--- src/rtl/mxp_pkg.sv ---
package mxp_pkg;

   localparam logic [7:0] CH_LBRK  = 8'h5B;
   localparam logic [7:0] CH_RBRK  = 8'h5D;
   localparam logic [7:0] CH_SPACE = 8'h20;
   localparam logic [7:0] CH_COMMA = 8'h2C;
   localparam logic [7:0] CH_CR    = 8'h0D;
   localparam logic [7:0] CH_LF    = 8'h0A;

   typedef enum logic [2:0] {
      PH_IDLE,
      PH_HEAD,
      PH_OPEN,
      PH_DIG,
      PH_SEP,
      PH_CLOSE,
      PH_CR,
      PH_LF
   } mxp_phase_e;

   // Nibble to uppercase ASCII hex character
   function automatic logic [7:0] nib_to_ascii(input logic [3:0] nib);
      if (nib < 4'd10) nib_to_ascii = 8'h30 + {4'd0, nib};
      else             nib_to_ascii = 8'h37 + {4'd0, nib};
   endfunction

endpackage

--- src/rtl/mxp_hex_digit.sv ---
module mxp_hex_digit #(
   parameter int VAL_W = 18,
   parameter int IDX_W = 4
) (
   input  logic [VAL_W-1:0] val,
   input  logic [IDX_W-1:0] dig_idx,  // 0 selects the most significant digit
   output logic [7:0]       ascii
);
   import mxp_pkg::*;

   localparam int DIGITS = (VAL_W + 3) / 4;
   localparam int PAD    = DIGITS * 4 - VAL_W;

   logic [DIGITS*4-1:0] padded;

   generate
      if (PAD > 0) begin : g_pad
         assign padded = {{PAD{1'b0}}, val};
      end else begin : g_nopad
         assign padded = val;
      end
   endgenerate

   logic [3:0] nib;

   always_comb begin
      nib = 4'd0;
      if (int'(dig_idx) < DIGITS)
         nib = padded[4*(DIGITS-1-int'(dig_idx)) +: 4];
   end

   assign ascii = nib_to_ascii(nib);

endmodule

--- src/rtl/mxp_text_rom.sv ---
module mxp_text_rom #(
   parameter int                    HEAD_LEN  = 14,
   parameter logic [8*HEAD_LEN-1:0] HEAD_TEXT = "RESULT MATRIX:",
   parameter int                    IDX_W     = 4
) (
   input  logic [IDX_W-1:0] idx,
   output logic [7:0]       ch
);
   always_comb begin
      ch = 8'h00;
      if (int'(idx) < HEAD_LEN)
         ch = HEAD_TEXT[8*(HEAD_LEN-1-int'(idx)) +: 8];
   end
endmodule

--- src/rtl/mxp_value_store.sv ---
module mxp_value_store #(
   parameter int ROWS  = 4,
   parameter int COLS  = 4,
   parameter int VAL_W = 18,
   parameter int ROW_W = 2,
   parameter int COL_W = 2
) (
   input  logic                        clk,
   input  logic                        rst_n,
   input  logic                        load,
   input  logic [ROWS*COLS*VAL_W-1:0]  grid_in,
   input  logic [ROW_W-1:0]            row,
   input  logic [COL_W-1:0]            col,
   output logic [VAL_W-1:0]            val
);
   localparam int N = ROWS * COLS;

   logic [N*VAL_W-1:0] held;

   always_ff @(posedge clk or negedge rst_n) begin
      if (!rst_n)    held <= '0;
      else if (load) held <= grid_in;
   end

   always_comb begin
      val = '0;
      if (int'(row) < ROWS && int'(col) < COLS)
         val = held[(int'(row)*COLS + int'(col))*VAL_W +: VAL_W];
   end
endmodule

--- src/rtl/mxhex_printer.sv ---
module mxhex_printer #(
   parameter int                    ROWS      = 4,
   parameter int                    COLS      = 4,
   parameter int                    VAL_W     = 18,
   parameter int                    HEAD_LEN  = 14,
   parameter logic [8*HEAD_LEN-1:0] HEAD_TEXT = "RESULT MATRIX:"
) (
   input  logic                       clk,
   input  logic                       rst_n,
   input  logic                       start,
   input  logic [ROWS*COLS*VAL_W-1:0] result_in,
   output logic [7:0]                 tx_data,
   output logic                       tx_valid,
   input  logic                       tx_ready,
   output logic                       done
);
   import mxp_pkg::*;

   localparam int DIGITS  = (VAL_W + 3) / 4;
   localparam int POS_MAX = (HEAD_LEN > DIGITS) ? ((HEAD_LEN > 2) ? HEAD_LEN : 2)
                                                : ((DIGITS > 2) ? DIGITS : 2);
   localparam int POS_W   = $clog2(POS_MAX + 1);
   localparam int ROW_W   = (ROWS > 1) ? $clog2(ROWS) : 1;
   localparam int COL_W   = (COLS > 1) ? $clog2(COLS) : 1;

   generate
      if (ROWS < 1 || COLS < 1) begin : g_bad_grid
         $error("mxhex_printer: ROWS and COLS must be at least 1");
      end
      if (VAL_W < 1) begin : g_bad_width
         $error("mxhex_printer: VAL_W must be at least 1");
      end
      if (HEAD_LEN < 1) begin : g_bad_head
         $error("mxhex_printer: HEAD_LEN must be at least 1");
      end
   endgenerate

   mxp_phase_e       phase;
   logic [POS_W-1:0] pos;
   logic [ROW_W-1:0] row;
   logic [COL_W-1:0] col;
   logic             in_head;

   logic             fire;
   logic             load;
   logic [VAL_W-1:0] cur_val;
   logic [7:0]       dig_ch;
   logic [7:0]       head_ch;

   assign load = start && (phase == PH_IDLE);
   assign fire = tx_valid && tx_ready;

   mxp_value_store #(
      .ROWS(ROWS), .COLS(COLS), .VAL_W(VAL_W), .ROW_W(ROW_W), .COL_W(COL_W)
   ) u_store (
      .clk     (clk),
      .rst_n   (rst_n),
      .load    (load),
      .grid_in (result_in),
      .row     (row),
      .col     (col),
      .val     (cur_val)
   );

   mxp_hex_digit #(.VAL_W(VAL_W), .IDX_W(POS_W)) u_digit (
      .val     (cur_val),
      .dig_idx (pos),
      .ascii   (dig_ch)
   );

   mxp_text_rom #(.HEAD_LEN(HEAD_LEN), .HEAD_TEXT(HEAD_TEXT), .IDX_W(POS_W)) u_rom (
      .idx (pos),
      .ch  (head_ch)
   );

   // Character selection from the current phase and position
   always_comb begin
      unique case (phase)
         PH_HEAD:  tx_data = head_ch;
         PH_OPEN:  tx_data = (pos == '0) ? CH_LBRK  : CH_SPACE;
         PH_DIG:   tx_data = dig_ch;
         PH_SEP:   tx_data = (pos == '0) ? CH_COMMA : CH_SPACE;
         PH_CLOSE: tx_data = (pos == '0) ? CH_SPACE : CH_RBRK;
         PH_CR:    tx_data = CH_CR;
         PH_LF:    tx_data = CH_LF;
         default:  tx_data = 8'h00;
      endcase
   end

   assign tx_valid = (phase != PH_IDLE);

   always_ff @(posedge clk or negedge rst_n) begin
      if (!rst_n) begin
         phase   <= PH_IDLE;
         pos     <= '0;
         row     <= '0;
         col     <= '0;
         in_head <= 1'b0;
         done    <= 1'b0;
      end else begin
         done <= 1'b0;
         if (phase == PH_IDLE) begin
            if (start) begin
               phase   <= PH_HEAD;
               pos     <= '0;
               row     <= '0;
               col     <= '0;
               in_head <= 1'b1;
            end
         end else if (fire) begin
            unique case (phase)
               PH_HEAD: begin
                  if (pos == POS_W'(HEAD_LEN - 1)) begin
                     phase <= PH_CR;
                     pos   <= '0;
                  end else begin
                     pos <= pos + 1'b1;
                  end
               end
               PH_OPEN: begin
                  if (pos == '0) begin
                     pos <= pos + 1'b1;
                  end else begin
                     phase <= PH_DIG;
                     pos   <= '0;
                     col   <= '0;
                  end
               end
               PH_DIG: begin
                  if (pos == POS_W'(DIGITS - 1)) begin
                     pos   <= '0;
                     phase <= (col == COL_W'(COLS - 1)) ? PH_CLOSE : PH_SEP;
                  end else begin
                     pos <= pos + 1'b1;
                  end
               end
               PH_SEP: begin
                  if (pos == '0) begin
                     pos <= pos + 1'b1;
                  end else begin
                     phase <= PH_DIG;
                     pos   <= '0;
                     col   <= col + 1'b1;
                  end
               end
               PH_CLOSE: begin
                  if (pos == '0) begin
                     pos <= pos + 1'b1;
                  end else begin
                     phase <= PH_CR;
                     pos   <= '0;
                  end
               end
               PH_CR: phase <= PH_LF;
               PH_LF: begin
                  pos <= '0;
                  if (in_head) begin
                     in_head <= 1'b0;
                     phase   <= PH_OPEN;
                  end else if (row == ROW_W'(ROWS - 1)) begin
                     phase <= PH_IDLE;
                     done  <= 1'b1;
                  end else begin
                     row   <= row + 1'b1;
                     phase <= PH_OPEN;
                  end
               end
               default: phase <= PH_IDLE;
            endcase
         end
      end
   end

endmodule

--- config.mk ---
export PLATFORM = sky130hd
export DESIGN_NAME = mxhex_printer
export DESIGN_NICKNAME = d
export VERILOG_FILES = /design/src/rtl/mxp_pkg.sv /design/src/rtl/mxp_hex_digit.sv /design/src/rtl/mxp_text_rom.sv /design/src/rtl/mxp_value_store.sv /design/src/rtl/mxhex_printer.sv
export SDC_FILE = /design/constraint.sdc
export NUM_CORES = 1
export LEC_CHECK = 0
export BUFFER_PORTS_ARGS = -buffer_cell sky130_fd_sc_hd__buf_2
export CAP_MARGIN = 20
export CORE_MARGIN = 2
export CORE_UTILIZATION = 45
export CTS_CLUSTER_DIAMETER = 80
export DETAILED_ROUTE_END_ITERATION = 16
export MAX_ROUTING_LAYER = met4
export PLACE_DENSITY = 0.65
export SYNTH_ARGS = -nofsm -noshare
export SYNTH_HDL_FRONTEND = slang
export SYNTH_HIERARCHICAL = 1
export SYNTH_SLANG_ARGS = --single-unit
--- constraint.sdc ---
create_clock -name clk -period 12.1 [get_ports clk]
set_input_delay 2.42 -clock clk [delete_from_list [all_inputs] [get_ports clk]]
set_output_delay 2.42 -clock clk [all_outputs]
set_load 0.02 [all_outputs]
==> results.cfg <==
[outcome]
status = complete, no violations

[clock_network]
cts_tree = built
cts_num_sinks = 301
ctsResizeCount = 0
cts_setup_buffers = 0
cts_root_buffer = clkbuf_16
clk_pin_slew_ns = 0.06
numCtsBuffers = 35
hold_buffers = 0
clk_path_buf_depth = 3
clock_latency_ns = 0.52
cts_max_level = 2

[sta]
drv_slew = 0
fin_ws_ns = 4.68
grt_setup_unrepaired = false
slew_headroom_pct = 22.2
worst_pin_slew_ns = 1.17
min_period_ns = 7.42
hold_violations = 0
finalSetupViolations = 0
max_freq_mhz = 135
setup_tns_ns = 0
post-route-period-util_pct = 61.3
finClkSkew_ns = 0.0247

[floorplan]
core_um2 = 32400
std_cell_rows = 66
die-area_um2 = 34100
die_y_um = 185
die_w_um = 185
start_util_pct = 45.4
ioPinCount = 302

[routing]
vias = 9797
wire_per_inst_um = 21.8
routed_wl_um = 38300
final_antenna_net_count = 0
dr.pass1.iters = 5
routed_via_density = 5.57
drc = 0
drt_iter0_drc = 642

[min_path]
hold_path_depth = 1
whs_endpoint = u_store/held[164]$_DFFE_PN0P_
hp-start = u_store/held[164]$_DFFE_PN0P_
hold_class = reg2reg

[cells_and_area]
final_cell_mix = dfrtp_1, buf_2, mux2_2, mux4_2, nand2_1
finish.utilization_pct = 54.2
instances_no_fill = 1758
nFillCells = 2780
nNetsFinal = 1587
area_growth_pct = 19.5
drive_above_1_share_pct = 54.7
multiInputGateArea_um2 = 6690
register_area_um2 = 7540

[yosys]
yosys_warnings = 6
ys_ff_latch = 301
ys_seq_area_share_pct = 51.3
synth-compound-area-share_pct = 5.67
async_reset_ff_share_pct = 100
netlist.top_cell.by_area = dfrtp_1
synth_fa_ha_area_share_pct = 0.681
syn_inst = 1016
synthesis.nets = 1316
synth_edf_count = 0
synth-xor-area-share_pct = 0.179
yosys.area_share.simple_pct = 4.15
synth_area_um2 = 14700
synth_top_family_by_area = multiplexers
synth_top_area_share_pct = 51.3
avgSynthCellArea_um2 = 14.5
synth_area_leaders = dfrtp_1, mux2_2, mux4_2, mux4_1, a22oi_1
synth_cell_types = 66
muxShareOfSynthArea_pct = 34.8
ys.flop_type = dfrtp_1

[power]
p_sw_mw = 1.62
ir_worst_vdd_uv = 106
p_leak_nw = 7.82
power_density_nw_per_um2 = 273
combPwrFrac_pct = 40.8
finalPower_mw = 4.79
p_int_mw = 3.17
swShare_pct = 33.8
seq_power_share_pct = 38.2
power.share.clock_pct = 21.0

[setup_path]
regToRegEndpoint = phase[0]$_DFFE_PN0P_
start_kind = register
r2r_slack_ns = 8.13
reg2reg_depth = 6
setup.worst_path.end_class = output port
worstSetupPathType = reg2out
rr_startpoint = phase[1]$_DFFE_PN0P_
crit_fanout = 45
setup.worst_path.start = col[0]$_DFFE_PN0P_
crit_required_ns = 9.68
cp.arrival_ns = 5.00

[place]
dp_cells = 1691
preCtsSetupSlack_ns = 4.84
port_buffers = 300
hpwl_um = 27400
routabilityCongestion = 0.810

[global_route]
grt_pass1_vias = 9992
grt_max_degree = 210
grt_pass1_wl_um = 58100
grt_overflow = 0
track_usage_pct = 23.4
antenna_found_initial = 7

[flow_run]
drv_cap = 0
## power by group through the flow
stage	logic (mW)	registers, mW	clock network (mW)
after global placement	1.91	1.83	0
after global routing	2.11	1.90	1.08
after detailed placement	1.94	1.85	0
final	1.95	1.83	1.01
after CTS	1.95	1.83	1.03
after floorplan	1.54	1.67	0
## how the worst max path moves through the flow
stage | depth (start not counted) | to | slack (ns)
5_1_grt | 15 | tx_data[2] | 4.40
3_5_place_dp | 14 | tx_data[2] | 4.84
4_1_cts | 14 | tx_data[2] | 4.31
3_3_place_gp | 14 | tx_data[2] | 4.83
6_report | 15 | tx_data[2] | 4.68
2_1_floorplan | 14 | tx_data[2] | 6.43
## cell usage after synthesis, types with 2 or more instances
master / number
and2b_1: 2
nor2b_1: 9
a21oi_1: 15
nand3_1: 9
conb_1: 2
nand2b_1: 5
a211oi_1: 2
buf_2: 41
buf_6: 8
and2_1: 2
o21ai_0: 19
nand2_1: 48
a221oi_1: 3
mux2i_1: 5
a22oi_1: 43
nand3b_1: 2
mux2_2: 290
nand4_1: 4
o21ai_1: 3
clkbuf_1: 16
or3b_2: 2
a221o_1: 3
mux2_4: 2
ha_1: 8
buf_4: 5
nor3b_1: 3
nor2_1: 19
o21a_1: 3
nor3_1: 5
a31oi_1: 2
dfrtp_1: 301
o211ai_1: 5
mux4_1: 23
a21o_1: 4
o22ai_1: 5
buf_1: 6
xor2_1: 2
mux4_2: 51
inv_1: 12
## flip-flops by register name, indices dropped and copies added, names as in the netlist
name,count
col,2
pos,4
phase,3
row,2
done,1
u_store/held,288
in_head,1
## critical path: stages (launching register included)
cell and delay, ns:
dfrtp_4 0.73, buf_4 0.32, buf_16 0.33, mux4_1 0.65
a22oi_1 0.22, nand2_1 0.07, mux2_2 0.30, a21oi_1 0.13
o311ai_0 0.15, o2111ai_1 0.26, ha_1 0.27, nand2_1 0.07
mux2_1 0.31, a21o_1 0.16, a221o_1 0.30, buf_2 0.16
## metrics by stage
stage / hold slack (ns) / cell area (um2)
2_1_floorplan: 0.461 / 14700
3_3_place_gp: 0.480 / 16400
3_5_place_dp: 0.487 / 16400
4_1_cts: 0.500 / 17500
5_1_grt: 0.507 / 17600
6_report: 0.493 / 17600
## layout make-up
type	instances	share of cell area, %
Antenna cell	7	0.0998
Clock buffer	52	5.58
Clock inverter	7	0.591
Inverter	14	0.371
Multi-Input combinational cell	624	38.1
Sequential cell	301	42.9
Tap cell	442	3.15
Timing Repair Buffer	311	9.19
## cell families (layout without fill, tap and decap cells)
logic type,count (synthesis),in the layout
AO/OA/AOI/OAI,119,119
XOR/XNOR,3,3
flip-flops,301,301
AND/OR/NAND/NOR,120,120
other,2,9
adder cells (fa/ha/maj),8,8
multiplexers,372,372
buffers and inverters,91,384
## routing by layer
layer	track usage, %	routed length [um]	vias up
met5	-	0	-
met4	7.21	966	0
met3	4.19	2270	59
met2	36.1	18500	315
met1	31.9	16600	5034
li1	-	-	4389
Power figures use the tool's default switching activity.
